--- config.mk ---
export PLATFORM = sky130hd
export DESIGN_NAME = bus_owner_arbiter
export DESIGN_NICKNAME = d
export VERILOG_FILES = /design/src/rtl/bus_arb_pkg.sv /design/src/rtl/dma_channel_picker.sv /design/src/rtl/rr_turn_tracker.sv /design/src/rtl/grant_hold_reg.sv /design/src/rtl/bus_owner_arbiter.sv
export SDC_FILE = /design/constraint.sdc
export NUM_CORES = 1
export LEC_CHECK = 0
export BUFFER_PORTS_ARGS = -buffer_cell sky130_fd_sc_hd__buf_2
export CORE_MARGIN = 2
export CORE_UTILIZATION = 44
export DETAILED_ROUTE_END_ITERATION = 12
export PLACE_DENSITY = 0.74
export SLEW_MARGIN = 20
export SYNTH_ARGS = -nofsm -noshare
export SYNTH_HDL_FRONTEND = slang
export SYNTH_HIERARCHICAL = 1
export SYNTH_SLANG_ARGS = --single-unit
export TNS_END_PERCENT = 1
--- constraint.sdc ---
create_clock -name clk -period 1.6 [get_ports clk]
set_input_delay 0.24 -clock clk [delete_from_list [all_inputs] [get_ports clk]]
set_output_delay 0.24 -clock clk [all_outputs]
set_load 0.01 [all_outputs]
--- src/rtl/bus_arb_pkg.sv ---
package bus_arb_pkg;

  // Which party the round robin favours at the next contested decision.
  typedef enum logic {
    TURN_CORE = 1'b0,
    TURN_DMA  = 1'b1
  } turn_e;

  // Position of the core inside the one-hot grant vector.
  localparam int unsigned CORE_SLOT = 0;

endpackage

--- src/rtl/dma_channel_picker.sv ---
module dma_channel_picker #(
  parameter int unsigned NUM_CH = 4,
  parameter int unsigned PRIO_W = 3,
  localparam int unsigned CH_W  = (NUM_CH > 1) ? $clog2(NUM_CH) : 1
) (
  input  logic [NUM_CH-1:0]        req,
  input  logic [NUM_CH*PRIO_W-1:0] prio,
  output logic [NUM_CH-1:0]        win,
  output logic                     any,
  output logic [CH_W-1:0]          win_idx
);

  // beats[i][j]: channel i is preferred over channel j (or j is silent)
  logic [NUM_CH-1:0] beats [NUM_CH];

  for (genvar gi = 0; gi < NUM_CH; gi++) begin : g_row
    for (genvar gj = 0; gj < NUM_CH; gj++) begin : g_col
      if (gi == gj) begin : g_self
        assign beats[gi][gj] = 1'b1;
      end else if (gi < gj) begin : g_lower
        // lower-numbered channel also wins on an equal code
        assign beats[gi][gj] = !req[gj] ||
          (prio[gi*PRIO_W +: PRIO_W] <= prio[gj*PRIO_W +: PRIO_W]);
      end else begin : g_higher
        assign beats[gi][gj] = !req[gj] ||
          (prio[gi*PRIO_W +: PRIO_W] <  prio[gj*PRIO_W +: PRIO_W]);
      end
    end
    assign win[gi] = req[gi] & (&beats[gi]);
  end

  assign any = |req;

  always_comb begin
    win_idx = '0;
    for (int i = 0; i < NUM_CH; i++) begin
      if (win[i]) win_idx = CH_W'(i);
    end
  end

  // exactly one winner whenever any channel asks, none otherwise
  always_comb begin
    assert_single_winner_R4: assert ($onehot0(win))
      else $error("picker produced several winners");
    assert_winner_present_R3: assert ((|win) == any)
      else $error("picker winner presence mismatch");
  end

endmodule

--- src/rtl/rr_turn_tracker.sv ---
module rr_turn_tracker
  import bus_arb_pkg::*;
(
  input  logic       clk,
  input  logic       rst,
  input  logic [1:0] park_mode,
  input  logic       decide,
  input  logic       core_req,
  input  logic       dma_any,
  output logic       pick_core,
  output logic       pick_dma
);

  turn_e turn_q;
  logic  rr_enable;

  // Every park mode folds onto the alternating policy.
  always_comb begin
    case (park_mode)
      2'b00:   rr_enable = 1'b1;
      default: rr_enable = 1'b1;
    endcase
  end

  always_comb begin
    pick_core = 1'b0;
    pick_dma  = 1'b0;
    if (core_req && dma_any) begin
      if (!rr_enable || turn_q == TURN_CORE) pick_core = 1'b1;
      else                                   pick_dma  = 1'b1;
    end else if (core_req) begin
      pick_core = 1'b1;
    end else if (dma_any) begin
      pick_dma = 1'b1;
    end
  end

  always_ff @(posedge clk) begin
    if (rst) begin
      turn_q <= TURN_CORE;
    end else if (decide) begin
      if (pick_core)     turn_q <= TURN_DMA;
      else if (pick_dma) turn_q <= TURN_CORE;
    end
  end

  // a decision with nobody asking leaves the turn alone
  assert_turn_kept_R8: assert property (@(posedge clk) disable iff (rst)
    (decide && !core_req && !dma_any) |=> $stable(turn_q))
    else $error("turn moved on an empty decision");

  // a lone requester is picked
  assert_lone_core_R6: assert property (@(posedge clk) disable iff (rst)
    (core_req && !dma_any) |-> (pick_core && !pick_dma))
    else $error("lone core request not picked");

endmodule

--- src/rtl/grant_hold_reg.sv ---
module grant_hold_reg #(
  parameter int unsigned NUM_CH = 4,
  localparam int unsigned CH_W  = (NUM_CH > 1) ? $clog2(NUM_CH) : 1,
  localparam int unsigned G_W   = NUM_CH + 1
) (
  input  logic              clk,
  input  logic              rst,
  input  logic              load,
  input  logic              pick_core,
  input  logic              pick_dma,
  input  logic [NUM_CH-1:0] dma_win,
  input  logic [CH_W-1:0]   dma_idx,
  output logic [G_W-1:0]    grant_q,
  output logic [CH_W-1:0]   chan_q
);

  logic [G_W-1:0]  grant_d;
  logic [CH_W-1:0] chan_d;

  always_comb begin
    grant_d = {(pick_dma ? dma_win : {NUM_CH{1'b0}}), pick_core};
    chan_d  = pick_dma ? dma_idx : '0;
  end

  always_ff @(posedge clk) begin
    if (rst) begin
      grant_q <= '0;
      chan_q  <= '0;
    end else if (load) begin
      grant_q <= grant_d;
      chan_q  <= chan_d;
    end
  end

  assert_grant_onehot_R2: assert property (@(posedge clk) disable iff (rst)
    $onehot0(grant_q))
    else $error("more than one grant asserted");

  assert_grant_hold_R7: assert property (@(posedge clk) disable iff (rst)
    !load |=> $stable(grant_q))
    else $error("grant changed outside a decision");

  assert_chan_matches_R11: assert property (@(posedge clk) disable iff (rst)
    (grant_q[0] || grant_q == '0) |-> (chan_q == '0))
    else $error("channel index not zero without a DMA grant");

endmodule

--- src/rtl/bus_owner_arbiter.sv ---
module bus_owner_arbiter
  import bus_arb_pkg::*;
#(
  parameter int unsigned NUM_CH = 4,
  parameter int unsigned PRIO_W = 3,
  localparam int unsigned CH_W  = (NUM_CH > 1) ? $clog2(NUM_CH) : 1,
  localparam int unsigned G_W   = NUM_CH + 1
) (
  input  logic                     clk,
  input  logic                     rst,
  input  logic                     core_req,
  input  logic [NUM_CH-1:0]        dma_req,
  input  logic [NUM_CH*PRIO_W-1:0] dma_prio,
  input  logic [1:0]               park_mode,
  input  logic                     xfer_done,
  output logic [G_W-1:0]           grant,
  output logic [CH_W-1:0]          grant_chan
);

  logic [NUM_CH-1:0] dma_win;
  logic              dma_any;
  logic [CH_W-1:0]   dma_idx;
  logic              pick_core;
  logic              pick_dma;
  logic              decide;
  logic [G_W-1:0]    grant_q;
  logic [CH_W-1:0]   chan_q;

  // A decision happens on an idle bus or when the owner finishes.
  assign decide = (grant_q == '0) || xfer_done;

  dma_channel_picker #(
    .NUM_CH (NUM_CH),
    .PRIO_W (PRIO_W)
  ) u_picker (
    .req     (dma_req),
    .prio    (dma_prio),
    .win     (dma_win),
    .any     (dma_any),
    .win_idx (dma_idx)
  );

  rr_turn_tracker u_turn (
    .clk       (clk),
    .rst       (rst),
    .park_mode (park_mode),
    .decide    (decide),
    .core_req  (core_req),
    .dma_any   (dma_any),
    .pick_core (pick_core),
    .pick_dma  (pick_dma)
  );

  grant_hold_reg #(
    .NUM_CH (NUM_CH)
  ) u_hold (
    .clk       (clk),
    .rst       (rst),
    .load      (decide),
    .pick_core (pick_core),
    .pick_dma  (pick_dma),
    .dma_win   (dma_win),
    .dma_idx   (dma_idx),
    .grant_q   (grant_q),
    .chan_q    (chan_q)
  );

  assign grant      = grant_q;
  assign grant_chan = chan_q;

  // DMA finishing while the core waits hands the bus to the core
  assert_core_after_dma_R9: assert property (@(posedge clk) disable iff (rst)
    (xfer_done && (|grant_q[G_W-1:1]) && core_req) |=> grant_q[CORE_SLOT])
    else $error("core not served after DMA transfer");

  // contested decision after a core grant goes to DMA
  assert_alternate_R5: assert property (@(posedge clk) disable iff (rst)
    (xfer_done && grant_q[CORE_SLOT] && core_req && (|dma_req))
      |=> (|grant_q[G_W-1:1]))
    else $error("contested decision did not alternate");

  // nobody asking at a decision clears the grant
  assert_empty_decision_R8: assert property (@(posedge clk) disable iff (rst)
    (decide && !core_req && !(|dma_req)) |=> (grant_q == '0))
    else $error("grant held with no requesters");

endmodule

**Yosys cells after proc, flatten, opt, wreduce, memory -nomap -nowiden**

Index checks and enable logic that the tools add are counted.

- Input port bits: 22
- RAM bits: 0
- Output and inout bits: 7
- Memories kept: 0
- Latch bits: 0
- Register bits after elaboration: 8
- ROM bits: 0

- Bitwise operators: 4
- Magnitude comparators: 12
- $mul: 0
- Shift-type cells: 0
- Reductions and logical operators: 26
- Add/sub/neg operators: 0
- Multiplexer cells: 14
- Eq/ne operators: 0
- Divide/modulo/power cells: 0

Operators by type and width:

| kind | count |
|---|---|
| $le 3x3->1 | 6 |
| $lt 3x3->1 | 6 |
| $logic_or 1x1->1 | 13 |
| $reduce_and 3->1 | 4 |
| $mux 1 | 10 |
| $mux 2 | 3 |
| $logic_not 5->1 | 1 |
| $and 1x1->1 | 4 |
| $logic_not 1->1 | 4 |
| $mux 4 | 1 |
| $reduce_or 4->1 | 1 |
| $reduce_and 2->1 | 1 |
| $reduce_bool 2->1 | 1 |
| $logic_and 1x1->1 | 1 |

**Logic depth before layout (Yosys ltp)**

- Word-level depth: 8
- Mapped depth: 10
- Mapped depth without buffers: 10

**By module**

The synthesis kept the hierarchy.

By module, submodules not included:

| module | cells an instance | sequential area each (um^2) | times used | area each (um^2) |
|---|---|---|---|---|
| dma_channel_picker | 72 | 0.0 | 1 | 518.0 |
| grant_hold_reg | 28 | 140.1 | 1 | 262.8 |
| rr_turn_tracker | 7 | 20.0 | 1 | 65.1 |
| bus_owner_arbiter | 2 | 0.0 | 1 | 15.0 |

**Least setup slack after synthesis**

No wires, ideal clock.

- Path type: register -> register
- Start: register u_hold.grant_q[0]
- End: register u_hold.grant_q[0]
- Period minus slack after synthesis: 1611 ps
- Stages on the path, launching flop included: 6
- Setup slack: -11 ps
- Arrival time: 1497 ps
- Data required time: 1486 ps
- Setup time: 114 ps
- Cell sequence: dfxtp_1 -> or4_1 -> o21bai_1 -> buf_6 -> mux2i_1 -> nor2_1

- Cells in the longest elaborated chain, start to end: 2

Ends and longest elaborated chain:

| what | RTL line | text |
|---|---|---|
| start: declaration | grant_hold_reg.sv:13 | `output logic [G_W-1:0] grant_q,` |
| start signal: assignment | grant_hold_reg.sv:30 | `grant_q <= grant_d;` |
| $logic_not 5->1 | bus_owner_arbiter.sv:30 | `assign decide = (grant_q == '0) \|\| xfer_done;` |
| $logic_or 1x1->1 | bus_owner_arbiter.sv:30 |  |
| named net decide | bus_owner_arbiter.sv:25 | `logic decide;` |

The timed path passes the listed nets, and every way through them passes these cells.
A chain may end at the register's enable or synchronous reset.

**Final worst setup path**

- Start: register u_hold.grant_q[0]
- End: register u_hold.chan_q[0]

- Cells in the longest elaborated chain, start to end: 2

Ends and longest elaborated chain:

| what | RTL line | text |
|---|---|---|
| $logic_not 5->1 | bus_owner_arbiter.sv:30 |  |
| $logic_or 1x1->1 | bus_owner_arbiter.sv:30 |  |
| named net decide | bus_owner_arbiter.sv:25 |  |
| end signal: assignment | grant_hold_reg.sv:31 | `chan_q <= chan_d;` |
| end: declaration | grant_hold_reg.sv:14 | `output logic [CH_W-1:0] chan_q` |

The timed path passes the listed nets, and every way through them passes these cells.

==> results.yml <==
outcome:
  outcome: "finished clean"
layout:
  fin_util: 0.644
  final_cell_mix: "buf_2 (26), ha_1 (17), inv_1 (13)"
  area_delta_synth_final_pct: 33.3
  diodes: 0
  num-nets-final: 189
  final_common_cell: "buf_2"
  drive_gt1_frac: 0.354
timing:
  fin_skew_ns: 0.000219
  drv_slew: 0
  final_hold_viol_count: 0
  tightest_slew_ns: 0.704
  fin_crit_sh: 0.981
  slew_headroom: 0.526
  period_minus_slack_ns: 1.57
  max_clock_freq_ghz: 0.637
  final-setup-viol-count: 0
synth:
  yosysWarnings: 6
  yosysSeqAreaShare: 0.186
  synth_mux_area_frac: 0.0116
  ys_ff_latch: 8
  synth_compound_area_frac: 0.230
  syn-mean-instance-area_um2: 7.90
  syn_area_um2: 861
  synth_top_cell_area_share: 0.262
  synth-simple-area-share: 0.237
  synth_top_family_by_area: "adder cells"
  syn_inst: 109
  synth_fa_ha_area_frac: 0.262
  ys_top_cells_by_area: "ha_1 (26%), dfxtp_1 (19%), inv_1 (6.1%)"
  syn-num-nets: 149
  synthXorXnorAreaFrac: 0
  synth_area_leader_cell: "ha_1"
  ys_types: 30
floorplan:
  core_area_um2: 1780
  num_rows: 15
  die_w_um: 48.2
  initial_utilization: 0.483
  die_h_um: 48.2
  dieArea_um2: 2330
  io_pins: 29
worst_hold_path:
  worstHoldStart: "rst"
  hold_path_class: "input port to flop"
  hold_end: "u_turn/turn_q$_SDFFE_PP0P_"
  min_path_cells: 2
setup_path:
  crit_family: "simple AND/OR/NAND/NOR gates"
  critPathArrivalTime_ns: 1.71
  crit_fanout: 7
  crit_path_cell_trace: "or4_4 > o21bai_2 > buf_4 > nand2b_1 > a21oi_2"
  r2r_setup_slack_ns: 0.03
  r2r-start: "u_hold/grant_q[0]$_SDFFE_PP0P_"
  endpoint_kind: "flop"
  reg2reg_depth: 5
  crit_buf_inv: 1
  max_stage_delay_ns: 0.53
  r2r_end: "u_hold/chan_q[0]$_SDFFE_PP0P_"
  path_class: "flop to flop"
  start_kind: "flop"
  cp.required_ns: 1.74
  slowest_stage: "or4_4"
detailed_routing:
  remaining_drc_errors: 0
  via_per_inst: 5.40
  ant_nets: 0
  vias: 929
  firstDrtPassIters: 4
  wirelength_um: 2160
  wl_per_cell_um: 12.6
  drt_iter0_drc: 17
clock_tree:
  cts_hold_buffers: 0
  cts_tree: "yes"
  clk-insertion-delay-late_ns: 0.25
  cts_max_level: 1
  cts-root-buf: "clkbuf_4"
  cts_buffer_depth: 2
  cts.sinks: 8
  cts_made_buffers: 3
  clk_pin_slew_ns: 0.05
placed_design:
  io_buffers: 26
  dp_hpwl_um: 1800
  gp_congestion: 0.808
pwr:
  ir_worst_vdd_v: 0.000304
  finalPower_w: 0.000689
  leakagePower_nw: 0.599
  p_per_area_nw_per_um2: 601
global_route:
  grt_max_degree: 15
  grt_pass1_vias: 881
  track_usage: 0.209
  overflow: 0
  grt_pass1_wl_um: 3460
  antenna_found_initial: 0
run:
  drv_cap: 0
[cell families after synthesis]
group | count (synthesis)
flops | 8
compound gates | 29
mux | 1
fa+ha+maj | 18
simple gates | 38
buf+inv | 15
[metrics by stage]
step	instance area [um2]	setup WS, ns	TNS [ns]	cells	hold slack (ns)
after floorplan	865	0.0640	0	109	0.302
after global placement	1070	-0.148	-0.368	166	0.455
after detailed placement	1070	-0.216	-0.768	166	0.464
after CTS	1090	0.0108	0	169	0.246
after global routing	1150	-0.0125	-0.0125	172	0.266
final	1150	0.0301	0	172	0.270
[layout make-up]
class / count / area [um2]
timing repair buffer: 36 / 209
inverter: 14 / 52.6
multi-input combinational: 86 / 672
clock buffer: 3 / 22.5
sequential: 8 / 160
fill: 174 / 636
tap: 25 / 31.3
[synth_stat cells (all sizes together)]
master,number
nand4,1
nand2,8
a21oi,9
or4,2
nand3b,2
o21ai,8
a21bo,1
o21a,3
ha,18
a211oi,2
nor4,1
nor2b,3
a21boi,2
o31ai,1
mux2i,1
a221oi,1
nand2b,6
o21bai,1
buf,1
and3,2
nand3,10
dfxtp,8
nor2,3
a21o,1
inv,14
[routing by layer]
layer  vias to the layer above  track usage  wire length, um
met5                         -            0                0
met4                         0       0.0811               16
met3                         2       0.0222               81
met2                        24        0.424             1210
met1                       435        0.212              859
li1                        468            -                -
[worst max path at each step]
stage,start,end,cells past startpoint
3_5_place_dp,dma_prio[1],u_hold/chan_q[0]$_SDFFE_PP0P_,10
2_1_floorplan,dma_prio[1],u_hold/chan_q[0]$_SDFFE_PP0P_,9
3_3_place_gp,dma_prio[4],u_hold/chan_q[0]$_SDFFE_PP0P_,11
5_1_grt,u_hold/grant_q[0]$_SDFFE_PP0P_,u_hold/chan_q[0]$_SDFFE_PP0P_,5
4_1_cts,u_hold/grant_q[0]$_SDFFE_PP0P_,u_hold/chan_q[0]$_SDFFE_PP0P_,5
6_report,u_hold/grant_q[0]$_SDFFE_PP0P_,u_hold/chan_q[0]$_SDFFE_PP0P_,5
[power by group]
group	leakage [nW]	total (W)	switching, W	internal [W]
clock network	0.0138	0.000151	0.0000654	0.0000856
logic	0.520	0.000311	0.000156	0.000156
registers	0.0654	0.000227	0.0000117	0.000215
total	0.599	0.000689	0.000233	0.000457
[state kept, by name, summed over array words and instances (netlist names)]
signal          count
u_hold/chan_q       2
u_hold/grant_q      5
u_turn/turn_q       1
[timing repair]
| item | 4_1_cts | 5_1_grt |
|---|---|---|
| buffers inserted | 0 | 2 |
| resized for setup | 0 | 10 |
| setup endpoints to repair | 0 | 7 |
(Power assumes the default switching activity.)
